<file path="src/rtl/pwm_sync_pkg.sv">
package pwm_sync_pkg;
  localparam int unsigned WIDTH_BITS = 10;

  typedef struct packed {
    logic start;
    logic mid;
  } pwm_trig_t;
endpackage

</file>
<file path="src/rtl/pwm_rst_sync.sv">
module pwm_rst_sync #(
  parameter int unsigned STAGES = 2
) (
  input  logic clk,
  input  logic rst_n,
  output logic rst_sync_n
);
  logic [STAGES-1:0] sh_q;
  logic [STAGES-1:0] sh_d;

  always_comb begin
    sh_d = {sh_q[STAGES-2:0], 1'b1};
  end

  always_ff @(posedge clk or negedge rst_n) begin
    if (!rst_n) sh_q <= '0;
    else        sh_q <= sh_d;
  end

  assign rst_sync_n = sh_q[STAGES-1];
endmodule

</file>
<file path="src/rtl/pwm_ext_edge.sv">
module pwm_ext_edge #(
  parameter int unsigned SYNC_STAGES = 2
) (
  input  logic clk,
  input  logic rst_n,
  input  logic ext_i,
  input  logic is_sync_i,
  output logic rise_o
);
  localparam int unsigned SH_W = SYNC_STAGES + 1;

  logic [SH_W-1:0] sh_q, sh_d;
  logic            dir_q, dir_d;
  logic            rise_async, rise_dir;

  always_comb begin
    sh_d  = {sh_q[SH_W-2:0], ext_i};
    dir_d = ext_i;
  end

  always_ff @(posedge clk or negedge rst_n) begin
    if (!rst_n) begin
      sh_q  <= '0;
      dir_q <= 1'b0;
    end else begin
      sh_q  <= sh_d;
      dir_q <= dir_d;
    end
  end

  assign rise_async = sh_q[SH_W-2] & ~sh_q[SH_W-1];
  assign rise_dir   = ext_i & ~dir_q;
  assign rise_o     = is_sync_i ? rise_dir : rise_async;

  // A synchronized level change yields one single-cycle edge.
  assert_async_single_R10: assert property (@(posedge clk) disable iff (!rst_n)
    rise_async |=> !rise_async);
  // A direct edge is followed by the registered high level.
  assert_dir_hold_R8: assert property (@(posedge clk) disable iff (!rst_n)
    rise_dir |=> dir_q);
endmodule

</file>
<file path="src/rtl/pwm_width_reg.sv">
module pwm_width_reg #(
  parameter int unsigned WID_W = 10
) (
  input  logic             clk,
  input  logic             rst_n,
  input  logic             we_i,
  input  logic [WID_W-1:0] wdata_i,
  output logic [WID_W-1:0] width_o
);
  logic [WID_W-1:0] w_q, w_d;

  always_comb begin
    w_d = w_q;
    if (we_i) w_d = wdata_i;
  end

  always_ff @(posedge clk or negedge rst_n) begin
    if (!rst_n) w_q <= '1;
    else        w_q <= w_d;
  end

  assign width_o = w_q;

  assert_width_hold_R5: assert property (@(posedge clk) disable iff (!rst_n)
    !$past(we_i) |-> $stable(w_q));
endmodule

</file>
<file path="src/rtl/pwm_period_ctr.sv">
module pwm_period_ctr
  import pwm_sync_pkg::*;
#(
  parameter int unsigned CNT_W = 16
) (
  input  logic             clk,
  input  logic             rst_n,
  input  logic [CNT_W-1:0] period_i,
  input  logic             dbl_i,
  input  logic             restart_i,
  output logic [CNT_W-1:0] cnt_o,
  output pwm_trig_t        trig_o
);
  localparam logic [CNT_W-1:0] ONE = {{(CNT_W-1){1'b0}}, 1'b1};

  logic [CNT_W-1:0] cnt_q, cnt_d, cnt_inc, half;
  logic             first_q, first_d;
  logic             start_q, start_d;
  logic             mid_q, mid_d;
  logic             at_last;

  always_comb begin
    cnt_inc = cnt_q + ONE;
    half    = period_i >> 1;
    at_last = (cnt_q >= (period_i - ONE));
    cnt_d   = cnt_inc;
    first_d = 1'b0;
    start_d = 1'b0;
    mid_d   = 1'b0;
    if (restart_i || first_q || at_last) begin
      cnt_d   = '0;
      start_d = 1'b1;
    end else begin
      mid_d = dbl_i && (cnt_inc == half);
    end
  end

  always_ff @(posedge clk or negedge rst_n) begin
    if (!rst_n) begin
      cnt_q   <= '0;
      first_q <= 1'b1;
      start_q <= 1'b0;
      mid_q   <= 1'b0;
    end else begin
      cnt_q   <= cnt_d;
      first_q <= first_d;
      start_q <= start_d;
      mid_q   <= mid_d;
    end
  end

  assign cnt_o        = cnt_q;
  assign trig_o.start = start_q;
  assign trig_o.mid   = mid_q;

  assert_start_zero_R2: assert property (@(posedge clk) disable iff (!rst_n)
    start_q |-> (cnt_q == '0));
  assert_cnt_step_R2: assert property (@(posedge clk) disable iff (!rst_n)
    (cnt_q != '0) |-> (cnt_q == $past(cnt_q) + ONE));
  assert_restart_zero_R8: assert property (@(posedge clk) disable iff (!rst_n)
    restart_i |=> (start_q && cnt_q == '0));
  assert_mid_pos_R4: assert property (@(posedge clk) disable iff (!rst_n)
    (mid_q && $stable(period_i)) |-> (cnt_q == (period_i >> 1)));
  assert_mid_needs_dbl_R3: assert property (@(posedge clk) disable iff (!rst_n)
    mid_q |-> $past(dbl_i));
endmodule

</file>
<file path="src/rtl/pwm_pulse_gen.sv">
module pwm_pulse_gen
  import pwm_sync_pkg::*;
#(
  parameter int unsigned WID_W = 10
) (
  input  logic             clk,
  input  logic             rst_n,
  input  pwm_trig_t        trig_i,
  input  logic [WID_W-1:0] width_i,
  output logic             pulse_o
);
  logic [WID_W-1:0] rem_q, rem_d;
  logic             busy_q, busy_d;
  logic             fire;

  always_comb begin
    fire   = trig_i.start | trig_i.mid;
    rem_d  = rem_q;
    busy_d = busy_q;
    if (fire) begin
      rem_d  = width_i;
      busy_d = (width_i != '0);
    end else if (busy_q) begin
      rem_d  = rem_q - 1'b1;
      busy_d = (rem_q != {{(WID_W-1){1'b0}}, 1'b1});
    end
  end

  always_ff @(posedge clk or negedge rst_n) begin
    if (!rst_n) begin
      rem_q  <= '0;
      busy_q <= 1'b0;
    end else begin
      rem_q  <= rem_d;
      busy_q <= busy_d;
    end
  end

  assign pulse_o = fire | busy_q;

  assert_busy_origin_R5: assert property (@(posedge clk) disable iff (!rst_n)
    $rose(busy_q) |-> $past(fire));
  assert_rem_down_R6: assert property (@(posedge clk) disable iff (!rst_n)
    (busy_q && !fire) |=> (fire || !busy_q || rem_q == $past(rem_q) - 1'b1));
endmodule

</file>
<file path="src/rtl/pwm_sync_gen.sv">
module pwm_sync_gen
  import pwm_sync_pkg::*;
#(
  parameter int unsigned CNT_W       = 16,
  parameter int unsigned WID_W       = WIDTH_BITS,
  parameter int unsigned SYNC_STAGES = 2
) (
  input  logic             clk,
  input  logic             rst_n,
  input  logic [CNT_W-1:0] period_i,
  input  logic             dbl_upd_i,
  input  logic             ext_mode_i,
  input  logic             ext_is_sync_i,
  input  logic             width_we_i,
  input  logic [WID_W-1:0] width_wdata_i,
  input  logic             ext_sync_i,
  output logic             sync_o,
  output logic [CNT_W-1:0] count_o,
  output logic             cyc_start_o
);
  logic             rst_s_n;
  logic             ext_rise;
  logic             restart;
  logic [WID_W-1:0] width;
  pwm_trig_t        trig;

  pwm_rst_sync #(.STAGES(2)) u_rst (
    .clk(clk), .rst_n(rst_n), .rst_sync_n(rst_s_n));

  pwm_ext_edge #(.SYNC_STAGES(SYNC_STAGES)) u_edge (
    .clk(clk), .rst_n(rst_s_n), .ext_i(ext_sync_i),
    .is_sync_i(ext_is_sync_i), .rise_o(ext_rise));

  assign restart = ext_mode_i & ext_rise;

  pwm_width_reg #(.WID_W(WID_W)) u_wreg (
    .clk(clk), .rst_n(rst_s_n), .we_i(width_we_i),
    .wdata_i(width_wdata_i), .width_o(width));

  pwm_period_ctr #(.CNT_W(CNT_W)) u_ctr (
    .clk(clk), .rst_n(rst_s_n), .period_i(period_i), .dbl_i(dbl_upd_i),
    .restart_i(restart), .cnt_o(count_o), .trig_o(trig));

  pwm_pulse_gen #(.WID_W(WID_W)) u_pulse (
    .clk(clk), .rst_n(rst_s_n), .trig_i(trig), .width_i(width),
    .pulse_o(sync_o));

  assign cyc_start_o = trig.start;

  assert_start_pulse_R3: assert property (@(posedge clk) disable iff (!rst_s_n)
    cyc_start_o |-> sync_o);
endmodule

</file>
<file path="config.mk">
export PLATFORM = sky130hd
export DESIGN_NAME = pwm_sync_gen
export DESIGN_NICKNAME = d
export VERILOG_FILES = /design/src/rtl/pwm_sync_pkg.sv /design/src/rtl/pwm_rst_sync.sv /design/src/rtl/pwm_ext_edge.sv /design/src/rtl/pwm_width_reg.sv /design/src/rtl/pwm_period_ctr.sv /design/src/rtl/pwm_pulse_gen.sv /design/src/rtl/pwm_sync_gen.sv
export SDC_FILE = /design/constraint.sdc
export NUM_CORES = 1
export LEC_CHECK = 0
export ABC_CLOCK_PERIOD_IN_PS = 1350
export CORE_MARGIN = 3
export CORE_UTILIZATION = 48
export CTS_CLUSTER_DIAMETER = 200
export DETAILED_ROUTE_END_ITERATION = 12
export GPL_TIMING_DRIVEN = 0
export PLACE_DENSITY = 0.83
export SLEW_MARGIN = 30
export SYNTH_ARGS = -nofsm -noshare
export SYNTH_HDL_FRONTEND = slang
export SYNTH_SLANG_ARGS = --single-unit
</file>
<file path="constraint.sdc">
create_clock -name clk -period 1.35 [get_ports clk]
set_clock_uncertainty 0.1 [all_clocks]
set_input_delay 0.27 -clock clk [delete_from_list [all_inputs] [get_ports clk]]
set_output_delay 0.27 -clock clk [all_outputs]
set_load 0.01 [all_outputs]
</file>
==> metrics.md, run 1 <==
| Metric | Value |
|---|---|
| Number of max-cap violations | 0 |
| Final period utilization | 214% |
| Post-route minimum period | 2.88 ns |
| Async set or reset register ratio after synthesis | 100% |
| CTS clk-pin slew, worst paths | 0.10 ns |
| Sink Count | 45 |
| DRT iter0 DRCs | ~420 |
| Worst-Margin Slew | 0.553 ns |
| CTS H-tree depth | 2 |
| Pre-CTS setup slack | -2.53 ns |
| GR Util All Layers | 25.0% |
| Worst R2R Path Depth | 7 |
| Die width | between 80 and 90 um |
| CP startpoint kind | input port |
| Ant. Diodes | 0 |
| Fmax | 347 MHz |
| Pint | 2580 uW |
| Largest net degree at the start of global routing | 44 |
| Total gr overflow | 0 |
| Setup violators final | 41 |
| Initial Utilization | 51.6% |
| Mux cell area share after synthesis | 4.65% |
| Failing checks | setup timing |
| GP Congestion | between 0.9 and 1 |
| CP max FO | 5 |
| Initial antenna violation count | 0 |
| Largest family of logic cells by synthesized area | simple AND/OR/NAND/NOR gates |
| Switching share of total power | 30.4% |
| Distinct cells, synth | 53 |
| Synthesized instance count | 309 |
| Vias/cell | 6.31 |
| First-pass GRT wire length | 14,300 um |
| Post-synth net total | 362 |
| Cts bufs inserted | 5 |
| HPWL after detailed placement | 5160 um |
| FF+latch area | 1150 um^2 |
| Synth area leaders | dfrtp_1 (29%), xnor2_1 (11%), dfstp_2 (9.8%), ha_1 (8.4%), xor2_1 (4.1%) |
| R2R Setup Slk | -1.13 ns |
| Area Growth Syn to Fin | 48.1% |
| Post-layout util | 76.4% |
| Synth Area in Adders | just under 9% |
| Share of the synthesized area in the top cell type | 28.7% |
| Compound-Gate Fraction of Synth Area | under 10% |
| Wire per inst | 20.8 um |
| Yosys top cell by area | dfrtp_1 |
| RSZ-0062 raised after global routing | yes |
| Top-count cell post-synth | xnor2_1 |
| Hold Buf Count CTS | 0 |
| Xor/xnor share of the synthesized area | 15.6% |
| Final nets | 450 |
| Core Area | 5740 um^2 |
| Vias in the first global route | approximately 2,900 |
| P_sw | 1130 uW |
| Setup WS post-layout | -1.53 ns |
| Vias | 2,965 |
| Synthesis Warnings | 0 |
| CP Class | input port to flip-flop |
| Max VDD drop | 0.952 mV |
| Hold crit path type | input port to asynchronous set/reset pin |
| Leak | 0.00175 uW |
| Share of power burned in registers | 44.4% |
| Cell Count, Final, Fillers Out | 470 |
| Placed insts | roughly 430 |
| Share of post-route cells with drive strength above 1 | 39.2% |
| Clk pwr share | 30.8% |
| Antenna Nets Post-Route | 0 |
| CTS tree | built |
| Power per cell area | ~840 nW/um^2 |
| Multi-input gate area | 2070 um^2 |
| Drt first pass iters | 5 |
| Row cnt | 27 |
| Crit end category | flip-flop |
| Prevailing post-synth register cell | dfrtp_1 |
| Min Hold Slack | 0.0109 ns |
| CTS Root Cell | clkbuf_8 |
| DRC viols | 0 |
| Layout fillers | ~330 |
| Top cells by count, synth | xnor2_1 (36), dfrtp_1 (34), nor2_1 (32) |
| Routed wire length | around 10000 um |
| Synth Register Bits | 45 |
| Slew Limit Headroom | between 60% and 70% |
| Die area | between 7000 and 8000 um^2 |
| Die Ht | 84.6 um |
| Seq/Total Area, Yosys | 38.5% |
| Post-synth EDFFs | 0 |
| Setup_tns | -31.36 ns |
| Pins over their slew limit | 0 |
| CP required | approximately 1.5 ns |
| Mapped Area | 2960 um^2 |
| I/O pin count | 51 |
| PortBufs | 47 |
| Synth Area in Simple Gates | 20.6% |
| Final Hold Fails | 0 |
| Worst-case clock buffer depth | 2 |
| Comb pwr share | roughly a quarter |
| Syn Area/Cell | 9.59 um^2 |
| Worst-Skew Late Latency | 0.32 ns |
| Critical path arrival | 3.03 ns |
| Status | finished, violations left |
[kinds of logic (layout without fill, tap and decap cells)]
| group | Yosys count | in the layout |
|---|---|---|
| buffers and inverters | 24 | 113 |
| other | 2 | 2 |
| XOR/XNOR | 51 | 51 |
| multiplexers | 12 | 12 |
| flip-flops | 45 | 45 |
| adder cells (fa/ha/maj) | 21 | 21 |
| AND/OR/NAND/NOR | 115 | 115 |
| AO/OA/AOI/OAI | 39 | 39 |
[per-layer routing]
| layer | part of all wire [%] | GRT usage, % | vias up | routed length [um] |
|---|---|---|---|---|
| met4 | 4.5 | 11.7 | 0 | 444 |
| met5 | 0 | 0 | - | 0 |
| met3 | 9.4 | 5.79 | 55 | 918 |
| met1 | 39 | 33.4 | 1436 | 3770 |
| met2 | 47 | 38.4 | 215 | 4630 |
| li1 | - | - | 1259 | - |
[cell usage in the layout, fill, tap and decap left out, drive strengths merged, types with 2 or more instances in the layout]
cell type      count
nor4               9
nand3             10
o21a               2
clkdlybuf4s50     27
a21oi              9
a211oi             2
nor3b              2
ha                20
a31oi              2
nand2             22
xor2              14
inv               14
nor3              12
or4                4
and3               2
dlygate4sd2        3
dfstp             11
conb               2
o21ai             14
mux2              11
buf               57
o311ai             2
nor2              32
clkbuf            11
nor2b              2
xnor2             36
or2                3
o211ai             2
or3                3
nand4              7
dfrtp             34
[registers in the layout, indices dropped and copies added (netlist names)]
register / count
u_pulse.rem_q: 10
u_edge.sh_q: 3
u_rst.sh_q: 2
u_wreg.width_o: 10
u_ctr.cnt_o: 16
u_pulse.busy_q: 1
u_ctr.start_q: 1
u_ctr.mid_q: 1
u_ctr.first_q: 1
[through the flow]
| step | total power (uW) | area [um^2] |
|---|---|---|
| 3_5_place_dp | 2240 | 3610 |
| 2_1_floorplan | 1990 | 3050 |
| 6_report | 3710 | 4390 |
| 5_1_grt | 3840 | 4390 |
| 4_1_cts | 3490 | 4190 |
| 3_3_place_gp | 2200 | 3610 |
[final timing paths]
kind,start,end
max,period_i[6],u_ctr.cnt_o[2]$_DFF_PN0_
min in group clk,u_rst.sh_q[0]$_DFF_PN0_,u_rst.sh_q[1]$_DFF_PN0_
min,rst_n,u_rst.sh_q[0]$_DFF_PN0_
min reg2reg,u_rst.sh_q[1]$_DFF_PN0_,u_ctr.cnt_o[0]$_DFF_PN0_
max reg2reg,u_ctr.cnt_o[1]$_DFF_PN0_,u_ctr.mid_q$_DFF_PN0_
max in group asynchronous,u_rst.sh_q[1]$_DFF_PN0_,u_ctr.cnt_o[14]$_DFF_PN0_
[power groups by stage]
stage,sequential (uW),clock (uW),combinational (uW)
after global placement,1640,0,569
after CTS,1610,1120,754
final,1640,1140,919
after detailed placement,1650,0,590
after floorplan,1610,0,378
after global routing,1660,1190,987
[worst max-delay path, cell delays in order]
cell and delay (ns):
buf_8 0.11, or4_4 0.53, nor3_4 0.23, nand2_2 0.11, nor3_2 0.20, xnor2_1 0.10
ha_1 0.34, a21oi_2 0.16, nor2b_1 0.09, o21ai_1 0.15, nand3_1 0.12, or2_4 0.33
buf_4 0.17, nor2_1 0.11
[layout make-up]
class | instances | share of cell area, %
Sequential cell | 45 | 26.3
Multi-Input combinational cell | 240 | 47.3
Inverter | 13 | 1.17
Buffer | 9 | 1.71
Clock buffer | 6 | 1.88
Clock inverter | 2 | 0.941
Tap cell | 72 | 2.05
Timing Repair Buffer | 83 | 18.6
[what timing repair did]
action                     in CTS  in global routing
gates resized for setup       150                 41
setup endpoints to repair      47                 47
setup buffers                  28                 10
pin swaps                      25                 13
gates cloned                    1                  0
(Power assumes the default switching activity.)
==> run 2: changes to the inputs <==
--- a/config.mk
+++ b/config.mk
@@ -11,6 +11,7 @@
 export CTS_CLUSTER_DIAMETER = 200
 export DETAILED_ROUTE_END_ITERATION = 12
 export GPL_TIMING_DRIVEN = 0
+export MAX_ROUTING_LAYER = met4
 export PLACE_DENSITY = 0.83
 export SLEW_MARGIN = 30
 export SYNTH_ARGS = -nofsm -noshare
==> run 2 against run 1 <==
The run still ends with setup timing left. Via count shrank 1.1%. Sequential power barely moved. Flip-flop and latch count unchanged. Critical path type unchanged. Critical endpoint is now u_ctr.cnt_o[11]$_DFF_PN0_. Largest cell class unchanged. Largest power group unchanged.
==> metrics.md, run 2 (same netlist as run 1, synthesis figures left out) <==
| Metric | Value |
|---|---|
| Layout fillers | 360 (was 327) |
| Total gr overflow | 0 (unchanged) |
| GR Util All Layers | 25.5% (was 25.0%) |
| Core Area | 5740 um^2 (unchanged) |
| R2R Setup Slk | -1.24 ns (was -1.13 ns) |
| Worst R2R Path Depth | 7 (unchanged) |
| Reg-to-Reg End | u_ctr.mid_q$_DFF_PN0_ (unchanged) |
| Routed wire length | 9540 um (was 9760 um) |
| Cts bufs inserted | 5 (unchanged) |
| DRT iter0 DRCs | 389 (was 423) |
| Vias in the first global route | 2,855 (was 2,876) |
| Failing checks | setup timing (unchanged) |
| Post-layout util | 75.1% (was 76.4%) |
| CTS tree | built (unchanged) |
| First-pass GRT wire length | 14,200 um (was 14,300 um) |
| Final nets | 452 (was 450) |
| Slew Limit Headroom | 62.9% (was 63.1%) |
| Worst-Skew Late Latency | 0.31 ns (was 0.32 ns) |
| Vias | 2,933 (was 2,965) |
| Pins over their slew limit | 0 (unchanged) |
| Placement Cell Area | 3610 um^2 (unchanged) |
| CTS clk-pin slew, worst paths | 0.09 ns (was 0.10 ns) |
| Final Hold Fails | 0 (unchanged) |
| Vias/cell | 6.21 (was 6.31) |
| CP max FO | 6 (was 5) |
| Worst-Margin Slew | 0.556 ns (was 0.553 ns) |
| CP required | 1.50 ns (was 1.49 ns) |
| Leak | 0.00176 uW (was 0.00175 uW) |
| CTS Root Cell | clkbuf_8 (unchanged) |
| I/O pin count | 51 (unchanged) |
| GP Congestion | 0.976 (was 0.951) |
| Number of max-cap violations | 0 (unchanged) |
| Most frequent cells in the layout | xnor2_1 (34), buf_4 (28), buf_6 (26), clkdlybuf4s50_1 (22) (was xnor2_1 (33), buf_6 (27), clkdlybuf4s50_1 (27), dfrtp_1 (24), buf_4 (23)) |
| R2r startpoint | u_ctr.cnt_o[1]$_DFF_PN0_ (unchanged) |
| CP startpoint kind | input port (unchanged) |
| PortBufs | 47 (unchanged) |
| Drt first pass iters | 5 (unchanged) |
| Die area | 7150 um^2 (unchanged) |
| Area Growth Syn to Fin | 45.5% (was 48.1%) |
| Fmax | 333 MHz (was 347 MHz) |
| Die width | 84.6 um (unchanged) |
| Max reg flops | 16 (unchanged) |
| Critical path arrival | 3.16 ns (was 3.03 ns) |
| Setup violators final | 35 (was 41) |
| Min Hold Slack | 0.0182 ns (was 0.0109 ns) |
| Hold Buf Count CTS | 0 (unchanged) |
| CTS H-tree depth | 2 (unchanged) |
| Hold crit path type | input port to asynchronous set/reset pin (unchanged) |
| Wire per inst | 20.2 um (was 20.8 um) |
| Setup WS post-layout | -1.65 ns (was -1.53 ns) |
| Leading cell type in the layout, fill and taps excluded | xnor2_1 (unchanged) |
| DRC viols | 0 (unchanged) |
| Share of post-route cells with drive strength above 1 | 39.3% (was 39.2%) |
| Row cnt | 27 (unchanged) |
| Pre-CTS setup slack | -2.60 ns (was -2.53 ns) |
| HPWL after detailed placement | 5310 um (was 5160 um) |
| Power per cell area | 782 nW/um^2 (was 845 nW/um^2) |
| Status | finished, violations left (unchanged) |
| Post-route minimum period | 3.00 ns (was 2.88 ns) |
| Largest net degree at the start of global routing | 44 (unchanged) |
| Initial Utilization | 51.6% (unchanged) |
| Die Ht | 84.6 um (unchanged) |
| Ant. Diodes | 0 (unchanged) |
| Crit end category | flip-flop (unchanged) |
| Max VDD drop | 0.924 mV (was 0.952 mV) |
| Initial antenna violation count | 0 (unchanged) |
| Final period utilization | 223% (was 214%) |
| RSZ-0062 raised after global routing | yes (unchanged) |
| CP Class | input port to flip-flop (unchanged) |
| Antenna Nets Post-Route | 0 (unchanged) |
| Worst-case clock buffer depth | 2 (unchanged) |
| Sink Count | 45 (unchanged) |
| Final instance area | 4310 um^2 (was 4390 um^2) |
run 2: how the worst max path moves through the flow:
stage,startpoint,endpoint,slack [ns],cells past startpoint
after detailed placement,period_i[6],u_ctr.cnt_o[13]$_DFF_PN0_,-2.60,14
after floorplan,period_i[6],u_ctr.cnt_o[0]$_DFF_PN0_,-1.58,13
after global routing,period_i[8],u_ctr.cnt_o[0]$_DFF_PN0_,-1.72,14
final,period_i[8],u_ctr.cnt_o[11]$_DFF_PN0_,-1.65,13
after CTS,period_i[8],u_ctr.cnt_o[11]$_DFF_PN0_,-1.31,13
after global placement,period_i[6],u_ctr.cnt_o[13]$_DFF_PN0_,-2.50,14
run 2: per-layer routing:
layer / GRT usage [%] / share of wire (%)
met5: - / 0
met4: 10.9 / 5.8
met3: 3.93 / 8.6
met2: 39.2 / 47
met1: 33.2 / 39
run 2: timing repair:
action                     in CTS  in global routing
pin swaps                      21                 15
buffers inserted               24                 13
cloned                          1                  0
setup endpoints to repair      47                 43
gates resized for setup       128                 65
run 2: critical path, cell delays in order:
cell,delay [ns]
buf_8,0.10
or4_4,0.55
nor3_4,0.28
nand3_2,0.20
nor4_4,0.25
xnor2_1,0.16
ha_1,0.27
nor2b_1,0.14
o21ai_1,0.18
nand3_1,0.14
or2_4,0.32
clkbuf_16,0.18
nor2_4,0.09
run 2: per-stage QoR:
stage                     setup TNS [ns]  cells  power, uW
final                             -31.13    472       3370
after global routing              -32.92    472       3500
after CTS                         -26.63    459       3170
after detailed placement          -47.80    428       2240
after global placement            -45.57    428       2200
after floorplan                   -27.68    309       1990
run 2: report_power, final:
| group | switching [uW] | internal, uW |
|---|---|---|
| registers | 165 | 1480 |
| logic | 423 | 451 |
| clock network | 478 | 369 |
| total | 1070 | 2300 |
run 2: area by class of cell:
cell class	count	area [um^2]	area share (%)
multi-input cells	240	2040	47.4
plain buffers	9	71.3	1.65
clock buffers	8	80.1	1.86
inverters	13	48.8	1.13
well taps	72	90.1	2.09
repair buffers	85	816	18.9
flip-flops and latches	45	1160	26.9
==> run 3: changes to the inputs <==
--- a/config.mk
+++ b/config.mk
@@ -10,9 +10,11 @@
 export CORE_UTILIZATION = 48
 export CTS_CLUSTER_DIAMETER = 200
 export DETAILED_ROUTE_END_ITERATION = 12
+export GPL_ROUTABILITY_DRIVEN = 0
 export GPL_TIMING_DRIVEN = 0
 export MAX_ROUTING_LAYER = met4
 export PLACE_DENSITY = 0.83
+export REMOVE_ABC_BUFFERS = 1
 export SLEW_MARGIN = 30
 export SYNTH_ARGS = -nofsm -noshare
 export SYNTH_HDL_FRONTEND = slang
==> run 3 against run 2 <==
The run still ends with setup timing left. Non-clock buffer count rose by 3. Setup slack improved by 0.23 ns. Clock-buffer cell count down 2. Register-to-register slack improved by 0.12 ns. Critical endpoint is now u_ctr.cnt_o[0]$_DFF_PN0_.
==> metrics.md, run 3 (same netlist as run 1, synthesis figures left out) <==
| Metric | Value |
|---|---|
| Die width | 84.6 um (unchanged) |
| Ant. Diodes | 0 (unchanged) |
| DRT iter0 DRCs | 140 (was 389) |
| Max reg flops | 16 (unchanged) |
| Post-route minimum period | 2.78 ns (was 3.00 ns) |
| CP top delay family | simple AND/OR/NAND/NOR gates (unchanged) |
| CP bufs+invs | 3 (was 2) |
| Worst-path cell chain | buf_8 > or4_4 > nor3_4 > buf_6 > nand3_4 > buf_4 > nor2_2 > xnor2_2 > ha_1 > nand4_1 > a21o_1 > a31oi_4 > or2_4 > nor2_1 (was buf_8 > or4_4 > nor3_4 > nand3_2 > nor4_4 > xnor2_1 > ha_1 > nor2b_1 > o21ai_1 > nand3_1 > or2_4 > clkbuf_16 > nor2_4) |
| Hold Buf Count CTS | 0 (unchanged) |
| Share of post-route cells with drive strength above 1 | 39.8% (was 39.3%) |
| Routed wire length | 8550 um (was 9540 um) |
| Crit path largest cell delay | 0.54 ns (was 0.55 ns) |
| WP depth | 14 (was 13) |
| CTS Root Cell | clkbuf_8 (unchanged) |
| Met2 wire len | 4570 um (was 4460 um) |
| Largest net degree at the start of global routing | 30 (was 44) |
| Pint | 2360 uW (was 2300 uW) |
| R2r startpoint | u_ctr.cnt_o[2]$_DFF_PN0_ (was u_ctr.cnt_o[1]$_DFF_PN0_) |
| M1 WL | 3160 um (was 3710 um) |
| PortBufs | 50 (was 47) |
| Hold crit path type | input port to asynchronous set/reset pin (unchanged) |
| Initial antenna violation count | 0 (unchanged) |
| DRC viols | 0 (unchanged) |
| P_sw | 1030 uW (was 1070 uW) |
| Antenna Nets Post-Route | 0 (unchanged) |
| Row cnt | 27 (unchanged) |
| Status | finished, violations left (unchanged) |
| Most frequent cells in the layout | xnor2_1 (34), buf_6 (33), clkdlybuf4s50_1 (27), buf_4 (26) (was xnor2_1 (34), buf_4 (28), buf_6 (26), clkdlybuf4s50_1 (22)) |
| Met3 WL | 571 um (was 817 um) |
| CP Capture Point | u_ctr.cnt_o[0]$_DFF_PN0_ (was u_ctr.cnt_o[11]$_DFF_PN0_) |
| Die Ht | 84.6 um (unchanged) |
| Leading cell type in the layout, fill and taps excluded | xnor2_1 (unchanged) |
| Setup WS post-layout | -1.43 ns (was -1.65 ns) |
| Setup violators final | 36 (was 35) |
| RSZ-0062 raised after global routing | yes (unchanged) |
| CP Launch Point | period_i[7] (was period_i[8]) |
| CP required | 1.43 ns (was 1.50 ns) |
| Vias in the first global route | 2,788 (was 2,855) |
| CP startpoint kind | input port (unchanged) |
| Final period utilization | 206% (was 223%) |
| Pre-CTS setup slack | -2.55 ns (was -2.60 ns) |
| Failing checks | setup timing (unchanged) |
| Worst-Skew Late Latency | 0.30 ns (was 0.31 ns) |
| Worst R2R Path Depth | 6 (was 7) |
| Critical path arrival | 2.86 ns (was 3.16 ns) |
| Clk pwr share | 24.2% (was 25.1%) |
| R2R Setup Slk | -1.12 ns (was -1.24 ns) |
| Final Hold Fails | 0 (unchanged) |
| First-pass GRT wire length | 13,200 um (was 14,200 um) |
| CTS tree | built (unchanged) |
| Core Area | 5740 um^2 (unchanged) |
| Post-layout util | 76.7% (was 75.1%) |
| Die area | 7150 um^2 (unchanged) |
| GR Util All Layers | 23.6% (was 25.5%) |
| CP Class | input port to flip-flop (unchanged) |
| Switching share of total power | 30.4% (was 31.7%) |
| Number of max-cap violations | 0 (unchanged) |
| I/O pin count | 51 (unchanged) |
| Tot Pwr | 3380 uW (was 3370 uW) |
| CTS clk-pin slew, worst paths | 0.08 ns (was 0.09 ns) |
| Sink Count | 45 (unchanged) |
| Drt first pass iters | 5 (unchanged) |
| Leak | 0.00182 uW (was 0.00176 uW) |
| Worst-case clock buffer depth | 2 (unchanged) |
| CTS H-tree depth | 2 (unchanged) |
| Crit end category | flip-flop (unchanged) |
| Share of power burned in registers | 47.1% (was 48.9%) |
| Pins over their slew limit | 0 (unchanged) |
| Max VDD drop | 0.667 mV (was 0.924 mV) |
| Total gr overflow | 0 (unchanged) |
| Multi-input gate area | 2060 um^2 (was 2040 um^2) |
| FF+latch area | 1160 um^2 (about the same) |
| Wire per inst | 17.9 um (was 20.2 um) |
| HPWL after detailed placement | 5230 um (was 5310 um) |
| Initial Utilization | 51.6% (unchanged) |
| Reg-to-Reg End | u_ctr.mid_q$_DFF_PN0_ (unchanged) |
| Cts bufs inserted | 5 (unchanged) |
| Setup_tns | -29.08 ns (was -31.13 ns) |
| Power per cell area | 768 nW/um^2 (was 782 nW/um^2) |
| Slowest CP cell | or4_4 (unchanged) |
| Layout fillers | 372 (was 360) |
| Area Growth Syn to Fin | 48.7% (was 45.5%) |
| CP max FO | 8 (was 6) |
| Comb pwr share | 28.7% (was 26.0%) |
| Top Layer Used | met4 (unchanged) |
| Final nets | 457 (was 452) |
| Fmax | 360 MHz (was 333 MHz) |
| Vias | 2,821 (was 2,933) |
| Vias/cell | 5.91 (was 6.21) |
-- run 3: final cells by class --
type | count | area share (%)
Multi-Input combinational cell | 242 | 46.8
Sequential cell | 45 | 26.2
Timing Repair Buffer | 97 | 21.8
Tap cell | 72 | 2.04
Clock buffer | 6 | 1.65
Inverter | 13 | 1.16
Clock inverter | 2 | 0.227
-- run 3: per-stage QoR --
stage | hold slack (ns) | cell area (um^2) | cells
global route | 0.0103 | 4410 | 477
detailed placement | 0.0946 | 3520 | 421
floorplan | -0.126 | 2910 | 298
finish | 0.0274 | 4410 | 477
CTS | 0.0196 | 4110 | 464
global placement | 0.236 | 3500 | 420
-- run 3: metal layers --
layer	track usage (%)	up-vias
met3	4.02	29
met1	27.1	1375
li1	-	1279
met2	41.1	138
met4	9.06	0
met5	-	-
-- run 3: what timing repair did --
action,in CTS,in global routing
gates resized for setup,156,52
pin swaps,33,30
gates cloned,2,0
buffers inserted,34,16
setup endpoints to repair,44,44
-- run 3: how the worst min path moves through the flow --
stage | cells after the start | slack, ns | start | endpoint
finish | 1 | 0.03 | rst_n | u_rst.sh_q[1]$_DFF_PN0_
global route | 1 | 0.01 | rst_n | u_rst.sh_q[0]$_DFF_PN0_
CTS | 1 | 0.02 | rst_n | u_rst.sh_q[0]$_DFF_PN0_
detailed placement | 0 | 0.09 | u_rst.sh_q[1]$_DFF_PN0_ | u_edge.sh_q[2]$_DFF_PN0_
global placement | 0 | 0.24 | u_rst.sh_q[0]$_DFF_PN0_ | u_rst.sh_q[1]$_DFF_PN0_
floorplan | 0 | -0.13 | rst_n | u_rst.sh_q[0]$_DFF_PN0_
-- run 3: power groups by stage --
stage	Combinational (uW)	Sequential (uW)	Clock (uW)
6_report	971	1590	818
5_1_grt	1050	1620	906
4_1_cts	779	1590	830
3_5_place_dp	581	1610	0
3_3_place_gp	530	1620	0
2_1_floorplan	332	1600	0
